===== src/rtl/lia_pkg.sv =====
package lia_pkg;
  localparam int unsigned LIA_DATA_W = 8;

  typedef enum logic {
    LIA_SEL_ENABLE = 1'b0,
    LIA_SEL_STATUS = 1'b1
  } lia_sel_e;

  localparam int unsigned LIA_FLAG_BIT = 0;
endpackage


===== src/rtl/lia_rst_sync.sv =====
module lia_rst_sync #(
  parameter int unsigned STAGES = 2
) (
  input  logic clk,
  input  logic rst_n,
  output logic rst_n_sync
);
  logic [STAGES-1:0] chain_q;
  logic [STAGES-1:0] chain_d;

  always_comb begin
    chain_d = {chain_q[STAGES-2:0], 1'b1};
  end

  always_ff @(posedge clk or negedge rst_n) begin
    if (!rst_n) begin
      chain_q <= '0;
    end else begin
      chain_q <= chain_d;
    end
  end

  assign rst_n_sync = chain_q[STAGES-1];
endmodule


===== src/rtl/lia_pin_sync.sv =====
module lia_pin_sync #(
  parameter int unsigned WIDTH  = 8,
  parameter int unsigned STAGES = 2
) (
  input  logic             clk,
  input  logic             rst_n,
  input  logic [WIDTH-1:0] din,
  output logic [WIDTH-1:0] dout
);
  for (genvar g = 0; g < WIDTH; g++) begin : g_bit
    logic [STAGES-1:0] stage_q;
    logic [STAGES-1:0] stage_d;

    always_comb begin
      stage_d = {stage_q[STAGES-2:0], din[g]};
    end

    // Idle level of an active-low pin is high.
    always_ff @(posedge clk or negedge rst_n) begin
      if (!rst_n) begin
        stage_q <= '1;
      end else begin
        stage_q <= stage_d;
      end
    end

    assign dout[g] = stage_q[STAGES-1];
  end
endmodule


===== src/rtl/lia_regs.sv =====
module lia_regs
  import lia_pkg::*;
#(
  parameter int unsigned WIDTH = LIA_DATA_W
) (
  input  logic             clk,
  input  logic             rst_n,
  input  logic             wr_en,
  input  logic             addr,
  input  logic [WIDTH-1:0] wdata,
  input  logic             flag,
  output logic [WIDTH-1:0] enable_q,
  output logic             clr_req,
  output logic [WIDTH-1:0] rdata
);
  logic             enable_we;
  logic [WIDTH-1:0] enable_d;

  always_comb begin
    enable_we = wr_en && (lia_sel_e'(addr) == LIA_SEL_ENABLE);
    enable_d  = enable_we ? wdata : enable_q;
    clr_req   = wr_en && (lia_sel_e'(addr) == LIA_SEL_STATUS) && !wdata[LIA_FLAG_BIT];
  end

  always_ff @(posedge clk or negedge rst_n) begin
    if (!rst_n) begin
      enable_q <= '0;
    end else begin
      enable_q <= enable_d;
    end
  end

  always_comb begin
    rdata = '0;
    if (lia_sel_e'(addr) == LIA_SEL_ENABLE) begin
      rdata = enable_q;
    end else begin
      rdata[LIA_FLAG_BIT] = flag;
    end
  end
endmodule


===== src/rtl/lia_flag.sv =====
module lia_flag #(
  parameter int unsigned WIDTH = 8
) (
  input  logic             clk,
  input  logic             rst_n,
  input  logic [WIDTH-1:0] pin_sync_n,
  input  logic [WIDTH-1:0] enable,
  input  logic             clr_req,
  output logic             hit,
  output logic             flag_q
);
  logic flag_d;

  always_comb begin
    hit = |(~pin_sync_n & enable);
    // Setting wins over a clear on the same edge.
    if (hit) begin
      flag_d = 1'b1;
    end else if (clr_req) begin
      flag_d = 1'b0;
    end else begin
      flag_d = flag_q;
    end
  end

  always_ff @(posedge clk or negedge rst_n) begin
    if (!rst_n) begin
      flag_q <= 1'b0;
    end else begin
      flag_q <= flag_d;
    end
  end
endmodule


===== src/rtl/lvl_irq_agg.sv =====
module lvl_irq_agg
  import lia_pkg::*;
#(
  parameter int unsigned N_PINS      = LIA_DATA_W,
  parameter int unsigned SYNC_STAGES = 2
) (
  input  logic              clk,
  input  logic              rst_n,
  input  logic [N_PINS-1:0] pin_n_i,
  input  logic              wr_en_i,
  input  logic              addr_i,
  input  logic [N_PINS-1:0] wdata_i,
  output logic [N_PINS-1:0] rdata_o,
  output logic              irq_o,
  output logic              wake_o
);
  logic              rst_n_int;
  logic [N_PINS-1:0] pin_sync_n;
  logic [N_PINS-1:0] enable_q;
  logic              clr_req;
  logic              hit;
  logic              flag_q;

  lia_rst_sync #(.STAGES(2)) u_rst (
    .clk        (clk),
    .rst_n      (rst_n),
    .rst_n_sync (rst_n_int)
  );

  lia_pin_sync #(.WIDTH(N_PINS), .STAGES(SYNC_STAGES)) u_sync (
    .clk   (clk),
    .rst_n (rst_n_int),
    .din   (pin_n_i),
    .dout  (pin_sync_n)
  );

  lia_regs #(.WIDTH(N_PINS)) u_regs (
    .clk      (clk),
    .rst_n    (rst_n_int),
    .wr_en    (wr_en_i),
    .addr     (addr_i),
    .wdata    (wdata_i),
    .flag     (flag_q),
    .enable_q (enable_q),
    .clr_req  (clr_req),
    .rdata    (rdata_o)
  );

  lia_flag #(.WIDTH(N_PINS)) u_flag (
    .clk        (clk),
    .rst_n      (rst_n_int),
    .pin_sync_n (pin_sync_n),
    .enable     (enable_q),
    .clr_req    (clr_req),
    .hit        (hit),
    .flag_q     (flag_q)
  );

  assign irq_o  = flag_q;
  // Clock-free path for leaving stop mode.
  assign wake_o = (|(~pin_n_i & enable_q)) | flag_q;
endmodule


===== config.mk =====
export PLATFORM = sky130hd
export DESIGN_NAME = lvl_irq_agg
export DESIGN_NICKNAME = d
export VERILOG_FILES = /design/src/rtl/lia_pkg.sv /design/src/rtl/lia_rst_sync.sv /design/src/rtl/lia_pin_sync.sv /design/src/rtl/lia_regs.sv /design/src/rtl/lia_flag.sv /design/src/rtl/lvl_irq_agg.sv
export SDC_FILE = /design/constraint.sdc
export NUM_CORES = 1
export LEC_CHECK = 0
export BUFFER_PORTS_ARGS = -buffer_cell sky130_fd_sc_hd__buf_2
export CORE_MARGIN = 4
export CORE_UTILIZATION = 45
export DETAILED_ROUTE_END_ITERATION = 7
export GPL_TIMING_DRIVEN = 0
export PLACE_DENSITY_LB_ADDON = 0.2
export SLEW_MARGIN = 20
export SYNTH_ARGS = -nofsm -noshare
export SYNTH_HDL_FRONTEND = slang
export SYNTH_SLANG_ARGS = --single-unit

===== constraint.sdc =====
create_clock -name clk -period 1 [get_ports clk]
set_input_delay 0.05 -clock clk [delete_from_list [all_inputs] [get_ports clk]]
set_output_delay 0.05 -clock clk [all_outputs]
set_load 0.1 [all_outputs]

==> results.yml, run 1 <==
setup_path:
  critPathArrivalTime_ns: 1.59
  worstSetupPathType: "register to primary output"
  worstReg2RegStart: "u_sync.g_bit[6].stage_q[1]"
  critPathLaunchType: "register"
  end_kind: "primary output"
  worstPathMaxFanout: 2
  cp_data_required_time_ns: 0.95
  setup.worst_path.start: "u_regs.enable_q[1]"
placed_design:
  dp.cells: 129
  dp_hpwl_um: 1410
  numPortBuffers: 28
  gp_congestion: 0.728
  placed_area_um2: 1320
floorplan:
  die_x_um: 57.4
  num_rows: 17
  initial_core_util_pct: 48.3
  fp.dieH_um: 57.4
  top_level_ports: 30
  die_area_um2: 3300
  core_area_um2: 2280
layout:
  area_growth_pct: 54.0
  drive_above_1_share_pct: 63.8
  fin_nets: 148
  insertedDiodeCount: 0
  final_cells: 155
  stdcell_area_um2: 1690
  fin_util_pct: 74.4
global_routing:
  antenna_found_initial: 0
  grt-busiest-layer: "met2"
  grt_pass1_vias: 812
  use_met2_pct: 26.0
  grt_pass1_wl_um: 3920
  use_met3_pct: 2.26
  grt_overflow: 0
  grt_usage_pct: 15.5
  use_met1_pct: 20.0
  grt_max_degree: 26
synth:
  postSynthAreaPerCell_um2: 15.1
  synth_edf_count: 0
  syn-num-nets: 93
  ys_types: 19
  seq_area_frac_synth_pct: 63.3
  ys_ff_latch: 27
  synthArstFlopShare_pct: 100
  yosysMostFrequentCell: "dfstp_2"
  ys_top_cells_by_count: "dfstp_2 (16), dfrtp_1 (11), inv_1 (10)"
  synthTopCellsByArea: "dfstp_2 (38%), dfrtp_1 (25%), mux2_4 (11%), and2b_2 (5.6%), inv_1 (3.4%)"
  synth_top_cell_area_share_pct: 38.2
  syn_area_um2: 1100
  netlist_instances: 73
  synth_ff_type: "dfstp_2"
  synth_top_area_cell: "dfstp_2"
  yosysWarnings: 0
clocking:
  cts_tree: "built"
  ctsRootBufferMaster: "clkbuf_4"
  cts.reportedPaths.clkPinSlew_ns: 0.14
  clock_sinks: 27
  cts_buffer_depth: 2
  clock_latency_ns: 0.33
  htreeDepth: 1
  cts_buffers: 3
timing:
  relSlewSlack_pct: 63.1
  fin_crit_ns: 1.64
  post-route-period-util_pct: 164
  worstMarginPinSlew_ns: 0.554
  max_freq_ghz: 0.609
  finalSetupViolCount: 11
  slew_violations: 0
  fin_skew_ns: 0.0159
  rsz0062_at_grt: "yes"
  setup_ws_ns: -0.643
  final_hold_viol_count: 0
drt:
  drc: 0
  first_pass_iters: 4
  routedWlPerCell_um: 14.4
  routed_wl_um: 2230
  vias_per_cell: 4.67
  drt_iter0_markers: 7
  antenna_left: 0
  vias: 724
power_and_ir_drop:
  vdd_drop_max_mv: 1.25
  powerDensity_nw_per_um2: 1500
  p_leak_nw: 0.784
worst_hold_path:
  worstHoldStart: "wr_en_i"
  hp-class: "input port to register"
flow_run:
  maxCapViolCount: 0
status:
  outcome: "finished, violations left"
  violations: "negative setup slack"
cell usage in the layout, fill, tap and decap left out, drive strengths merged:
cell         count
nand4            1
a22oi            2
dfstp           16
o21ai            1
a21oi            1
nor2b            7
dfrtp           11
buf             35
a2111oi          2
mux2             9
and2b            7
nand2            1
a222oi           1
inv             10
clkbuf           4
conb             1
nand3            1
dlygate4sd3     17
routing by layer:
metal	share of wire (%)	up-vias
met5	0	-
met4	2.4	0
met3	4.3	5
li1	-	344
met2	51	17
met1	42	358
worst max-delay path, stage by stage (launching register included):
cell and delay, ns:
dfrtp_1 0.41, a222oi_1 0.54, nand3_4 0.13, buf_12 0.19
cell type report:
| class | count | area (um^2) |
|---|---|---|
| inverters | 10 | 37.5 |
| plain buffers | 2 | 31.3 |
| well taps | 28 | 35.0 |
| multi-input cells | 34 | 384 |
| flip-flops and latches | 27 | 703 |
| fillers | 154 | 582 |
| repair buffers | 50 | 477 |
| clock buffers | 4 | 26.3 |
registers in the layout, summed over array words and instances, names as in the netlist:
register,count
u_sync.g_bit.stage_q,16
u_regs.enable_q,8
u_rst.chain_q,2
u_flag.flag_q,1
cell families after synthesis:
logic type             count (synthesis)  share of synthesized area, %
DFF                                   27                          63.3
and+or+nand+nor                       17                          12.3
buffers and inverters                 12                          6.26
muxes                                  9                          11.9
AOI/OAI and AO/OA                      7                          5.91
other                                  1                         0.341
per-stage QoR:
| step | TNS, ns | setup slack, ns | total power, mW | hold slack [ns] |
|---|---|---|---|---|
| after floorplan | -0.438 | -0.245 | 1.77 | -0.246 |
| after global placement | -1.07 | -0.408 | 1.88 | -0.165 |
| after detailed placement | -1.40 | -0.410 | 1.90 | -0.165 |
| after CTS | -2.85 | -0.658 | 2.50 | 0.0156 |
| after global routing | -3.46 | -0.730 | 2.67 | 0.0406 |
| final | -2.79 | -0.643 | 2.55 | 0.0312 |
power by group:
part | leakage (nW) | internal (mW) | total (mW) | switching (mW)
logic | 0.478 | 0.381 | 0.793 | 0.412
registers | 0.291 | 1.21 | 1.29 | 0.0836
clock network | 0.0150 | 0.156 | 0.462 | 0.306
worst paths after layout:
path | cells after the start | slack [ns] | end
hold reg to reg | 0 | 0.24 | u_regs.enable_q[0]
max in group asynchronous | 0 | 0.38 | u_regs.enable_q[6]
min in group asynchronous | 2 | 0.06 | u_rst.chain_q[1]
hold / removal | 4 | 0.03 | u_flag.flag_q
setup reg to reg | 3 | -0.12 | u_flag.flag_q
setup / recovery | 3 | -0.64 | wake_o
repair_timing:
action	4_1_cts	5_1_grt
hold buffers	17	0
pin swaps	3	3
hold endpoints to repair	18	0
resized for setup	34	7
setup buffers	1	4
endpoints found under the setup margin	20	11
(Power assumes the default switching activity.)
==> run 2: changes to the inputs <==
--- a/config.mk
+++ b/config.mk
@@ -5,12 +5,13 @@
 export SDC_FILE = /design/constraint.sdc
 export NUM_CORES = 1
 export LEC_CHECK = 0
-export BUFFER_PORTS_ARGS = -buffer_cell sky130_fd_sc_hd__buf_2
 export CORE_MARGIN = 4
-export CORE_UTILIZATION = 45
+export CORE_UTILIZATION = 54
 export DETAILED_ROUTE_END_ITERATION = 7
+export DONT_BUFFER_PORTS = 1
 export GPL_TIMING_DRIVEN = 0
 export PLACE_DENSITY_LB_ADDON = 0.2
+export RECOVER_POWER = 100
 export SLEW_MARGIN = 20
 export SYNTH_ARGS = -nofsm -noshare
 export SYNTH_HDL_FRONTEND = slang
==> run 2 against run 1 <==
The run still ends with negative setup slack left. Non-clock buffer count shrank 26. Flip-flop and latch count is the same. Clock skew shrank 0.0099 ns. Wire length shrank 7.2%. Clock power shrank 3%. Combinational power shrank 19%. Count of clock-buffer cells in the layout is the same. Setup slack lost 0.13 ns. Critical path type unchanged. Largest cell class unchanged. Highest routed layer unchanged.
==> results.yml, run 2 (synthesis results as in run 1) <==
power_and_ir_drop:
  vdd_drop_max_mv: 1.24
  cell_internal_pwr_mw: 1.63
  swShare_pct: 31.8
  power.share.combinational_pct: 26.9
  seq_power_share_pct: 54.4
  clkPwrFrac_pct: 18.7
  powerDensity_nw_per_um2: 1650
  power_mw: 2.39
  p_leak_nw: 0.627
  switchingPower_mw: 0.758
drt:
  vias: 614
  routed_wl_um: 2070
  vias_per_cell: 4.80
  antenna_left: 0
  first_pass_iters: 4
  routedWlPerCell_um: 16.2
  drc: 0
  drt_iter0_markers: 7
layout:
  top_register: "u_sync.g_bit.stage_q"
  fin_util_pct: 74.5
  area_growth_pct: 31.5
  final_cells: 128
  fin_nets: 122
  largest_reg_flops: 16
  final_common_cell: "dlygate4sd3_1"
  stdcell_area_um2: 1450
  drive_above_1_share_pct: 46.5
  insertedDiodeCount: 0
  mostFrequentLayoutCells: "dlygate4sd3_1 (19), dfstp_2 (16), inv_1 (10), dfrtp_1 (9), and2b_4 (7)"
  largestRegisters: "u_sync.g_bit.stage_q x16, u_regs.enable_q x8, u_rst.chain_q x2"
setup_path:
  end_kind: "primary output"
  worstPathMaxFanout: 2
  cp_data_required_time_ns: 0.95
  cpPeakStageDelay_ns: 0.59
  cpMaxStageDelayCell: "a222oi_1"
  cp_num_buf_inv: 0
  critPathArrivalTime_ns: 1.73
  worstSetupPathType: "register to primary output"
  crit_chain: "a222oi_1, nand3_4"
  cp_top_family: "compound AO/OA/AOI/OAI gates"
  critPathLaunchType: "register"
placed_design:
  dp_hpwl_um: 1230
  placed_area_um2: 1170
  dp.cells: 100
  numPortBuffers: 0
  place_ws_ns: -0.377
  gp_congestion: 0.699
worst_hold_path:
  hp-class: "input port to register"
floorplan:
  num_rows: 16
  top_level_ports: 30
  die_x_um: 53.1
  fp.dieH_um: 53.1
  initial_core_util_pct: 56.6
  die_area_um2: 2820
  core_area_um2: 1940
clocking:
  cts_tree: "built"
  htreeDepth: 1
  cts_buffer_depth: 2
  clock_sinks: 27
  cts.reportedPaths.clkPinSlew_ns: 0.13
  ctsRootBufferMaster: "clkbuf_4"
  clock_latency_ns: 0.32
  cts_buffers: 3
global_routing:
  grt_max_degree: 26
  antenna_found_initial: 0
  grt_pass1_vias: 641
  grt_overflow: 0
  grt_pass1_wl_um: 3140
  grt_usage_pct: 16.6
timing:
  fin_skew_ns: 0.00602
  worstMarginPinSlew_ns: 0.617
  post-route-period-util_pct: 178
  slew_violations: 0
  finalSetupViolCount: 12
  final_hold_viol_count: 0
  fin_crit_ns: 1.78
  hold_slack_ns: 0.0948
  relSlewSlack_pct: 58.9
  rsz0062_at_grt: "yes"
  max_freq_ghz: 0.563
  tns_ns: -2.92
  setup_ws_ns: -0.777
flow_run:
  maxCapViolCount: 0
status:
  outcome: "finished, violations left"
  violations: "negative setup slack"
## run 2: cell count changes in the layout (fill, tap and decap cells not counted), sizes merged
cell         delta
buf            -30
clkbuf          +2
dlygate4sd3     +2
## run 2: path summary, 6_finish.rpt
| check | from | to | slack (ns) | depth (start not counted) |
|---|---|---|---|---|
| setup / recovery | u_regs.enable_q[1] | wake_o | -0.78 | 2 |
| hold / removal | addr_i | u_flag.flag_q | 0.09 | 4 |
| setup reg to reg | u_sync.g_bit[3].stage_q[1] | u_flag.flag_q | -0.15 | 3 |
| hold reg to reg | u_rst.chain_q[1] | u_regs.enable_q[1] | 0.23 | 0 |
| max in group asynchronous | rst_n | u_rst.chain_q[1] | 0.38 | 2 |
| min in group asynchronous | u_rst.chain_q[1] | u_regs.enable_q[1] | 0.23 | 0 |
## run 2: layer usage
metal / global-route usage, % / share of wire [%] / vias to the layer above
met1: 20.3 / 40 / 303
met4: 8.94 / 1.5 / 0
li1: - / - / 292
met3: 3.10 / 3.4 / 4
met2: 27.5 / 55 / 15
met5: 0 / 0 / -
## run 2: worst min-delay path: stages
cell	delay, ns
buf_6	0.12
nand2_1	0.06
o21ai_0	0.07
nand4_1	0.09
## run 2: power groups by stage
stage / clock, mW / sequential (mW) / combinational (mW)
3_5_place_dp: 0 / 1.32 / 0.508
5_1_grt: 0.523 / 1.31 / 0.666
4_1_cts: 0.463 / 1.30 / 0.615
2_1_floorplan: 0 / 1.29 / 0.483
6_report: 0.446 / 1.30 / 0.642
3_3_place_gp: 0 / 1.31 / 0.503
## run 2: cell type report
class / instances / area, um^2
tap: 27 / 33.8
fill: 132 / 495
multi-input combinational: 34 / 385
buffer: 2 / 31.3
clock buffer: 4 / 26.3
inverter: 10 / 37.5
sequential: 27 / 701
timing repair buffer: 24 / 231
## run 2: what timing repair did
action                     4_1_cts  5_1_grt
hold endpoints to repair        19        0
setup endpoints to repair       20       11
setup buffers                    1        4
hold buffers                    19        0
resized for setup               11        2
pin swaps                        4        3
==> run 3: changes to the inputs <==
--- a/config.mk
+++ b/config.mk
@@ -5,8 +5,10 @@
 export SDC_FILE = /design/constraint.sdc
 export NUM_CORES = 1
 export LEC_CHECK = 0
+export CELL_PAD_IN_SITES_DETAIL_PLACEMENT = 0
+export CELL_PAD_IN_SITES_GLOBAL_PLACEMENT = 1
 export CORE_MARGIN = 4
-export CORE_UTILIZATION = 54
+export CORE_UTILIZATION = 52
 export DETAILED_ROUTE_END_ITERATION = 7
 export DONT_BUFFER_PORTS = 1
 export GPL_TIMING_DRIVEN = 0
==> constraint.sdc (replaced) <==
create_clock -name clk -period 2.1 [get_ports clk]
set_input_delay 0.105 -clock clk [delete_from_list [all_inputs] [get_ports clk]]
set_output_delay 0.105 -clock clk [all_outputs]
set_load 0.1 [all_outputs]
==> run 3 against run 2 <==
Setup slack better by 1.1 ns. Largest power group unchanged. Wire length down 13%. The flow now finishes without violations. Global-route usage down 1.7 points. Non-clock buffer count down 5. Clock skew up 0.0022 ns.
==> results.yml, run 3 (synthesis results as in run 1) <==
global_routing:
  use_met2_pct: 22.0
  grt_pass1_wl_um: 2880
  grt-busiest-layer: "met2"
  use_met1_pct: 19.9
  grt_max_degree: 26
  antenna_found_initial: 0
  grt_usage_pct: 14.9
  grt_overflow: 0
  grt_pass1_vias: 604
  use_met3_pct: 4.43
timing:
  hold_slack_ns: 0.132
  worstMarginPinSlew_ns: 0.924
  fin_skew_ns: 0.00822
  relSlewSlack_pct: 38.4
  max_freq_ghz: 0.562
  slew_violations: 0
  finalSetupViolCount: 0
  rsz0062_at_grt: "no"
  post-route-period-util_pct: 84.8
  final_hold_viol_count: 0
  tns_ns: 0
  fin_crit_ns: 1.78
layout:
  area_growth_pct: 19.9
  fin_util_pct: 66.5
  final_cells: 123
  final_common_cell: "dlygate4sd3_1"
  drive_above_1_share_pct: 28.1
  largest_reg_flops: 16
  largestRegisters: "u_sync.g_bit.stage_q x16, u_regs.enable_q x8, u_rst.chain_q x2"
  insertedDiodeCount: 0
  mostFrequentLayoutCells: "dlygate4sd3_1 (19), dfstp_2 (16), inv_1 (10), dfrtp_1 (10), mux2_1 (8)"
  top_register: "u_sync.g_bit.stage_q"
  fin_nets: 117
worst_hold_path:
  hp-class: "input port to register"
  worstHoldStart: "addr_i"
  worstHoldPathCells: 4
  min_to: "u_flag.flag_q"
drt:
  first_pass_iters: 4
  drt_iter0_markers: 8
  antenna_left: 0
  routedWlPerCell_um: 14.6
  vias_per_cell: 4.88
  routed_wl_um: 1800
  vias: 600
  drc: 0
setup_path:
  end_kind: "primary output"
  r2r_end: "u_flag.flag_q"
  critPathArrivalTime_ns: 1.68
  cpPeakStageDelay_ns: 0.54
  cp_num_buf_inv: 0
  worstSetupPathType: "register to primary output"
  critPathLaunchType: "register"
  ff2ff_setup_slack_ns: 0.69
  r2r_cells: 3
  cp_data_required_time_ns: 2.00
  worstReg2RegStart: "u_sync.g_bit[3].stage_q[1]"
  cp_top_family: "compound AO/OA/AOI/OAI gates"
  crit_chain: "a222oi_1, nand3_4"
  worstPathMaxFanout: 4
  cpMaxStageDelayCell: "a222oi_1"
clocking:
  cts_buffers: 3
  cts.reportedPaths.clkPinSlew_ns: 0.13
  ctsRootBufferMaster: "clkbuf_4"
  htreeDepth: 1
  cts_tree: "built"
  clock_sinks: 27
  clock_latency_ns: 0.30
  cts_buffer_depth: 2
placed_design:
  dp.cells: 100
  gp_congestion: 0.710
  dp_hpwl_um: 1260
  numPortBuffers: 0
status:
  outcome: "completed"
power_and_ir_drop:
  p_leak_nw: 0.575
  vdd_drop_max_mv: 0.585
  powerDensity_nw_per_um2: 798
floorplan:
  num_rows: 16
  core_area_um2: 1980
  die_area_um2: 2910
  initial_core_util_pct: 55.5
  die_x_um: 54.0
  fp.dieH_um: 54.0
  top_level_ports: 30
flow_run:
  maxCapViolCount: 0
[run 3: how the worst max path moves through the flow]
stage               cells past startpoint                from  slack [ns]         end
floorplan                               2       u_flag.flag_q        0.25      wake_o
global placement                        2       u_flag.flag_q        0.17      wake_o
detailed placement                      2       u_flag.flag_q        0.17      wake_o
CTS                                     1       u_flag.flag_q       0.001  rdata_o[0]
global route                            2  u_regs.enable_q[1]        0.20      wake_o
finish                                  2  u_regs.enable_q[1]        0.32      wake_o
[run 3: report_power, final]
group | switching (mW) | internal, mW
sequential | 0.0395 | 0.573
clock | 0.132 | 0.0739
combinational | 0.160 | 0.0739
total | 0.332 | 0.720
[run 3: through the flow]
stage	worst slack, ns	total power [mW]	cell area, um^2
after global routing	0.204	1.10	1320
after detailed placement	0.169	0.853	1130
after floorplan	0.253	0.829	1100
after CTS	0.000962	1.10	1360
final	0.320	1.05	1320
after global placement	0.168	0.850	1130
[run 3: layout make-up]
cell class	count	area, um^2
clock buffer	4	26.3
inverter	10	37.5
buffer	2	31.3
sequential	27	697
tap	27	33.8
timing repair buffer	19	190
fill	159	663
multi-input combinational	34	303
[run 3: worst register-to-register path, delay by kind of cell (launching register included)]
| kind | cells | cell delay (ns) |
|---|---|---|
| compound gates | 1 | 0.55 |
| flops | 1 | 0.56 |
| simple gates | 2 | 0.18 |
[run 3: layer usage]
layer | up-vias | share of wire [%]
met1 | 294 | 43
met4 | 0 | 1.0
met5 | - | 0
li1 | 285 | -
met3 | 2 | 6.1
met2 | 19 | 50
[run 3: timing repair]
action | CTS | global route
gates resized for setup | 1 | 2
hold endpoints to repair | 19 | 0
buffers inserted | 0 | 0
setup endpoints to repair | 1 | 2
pin swaps | 0 | 0
hold buffers | 19 | 0
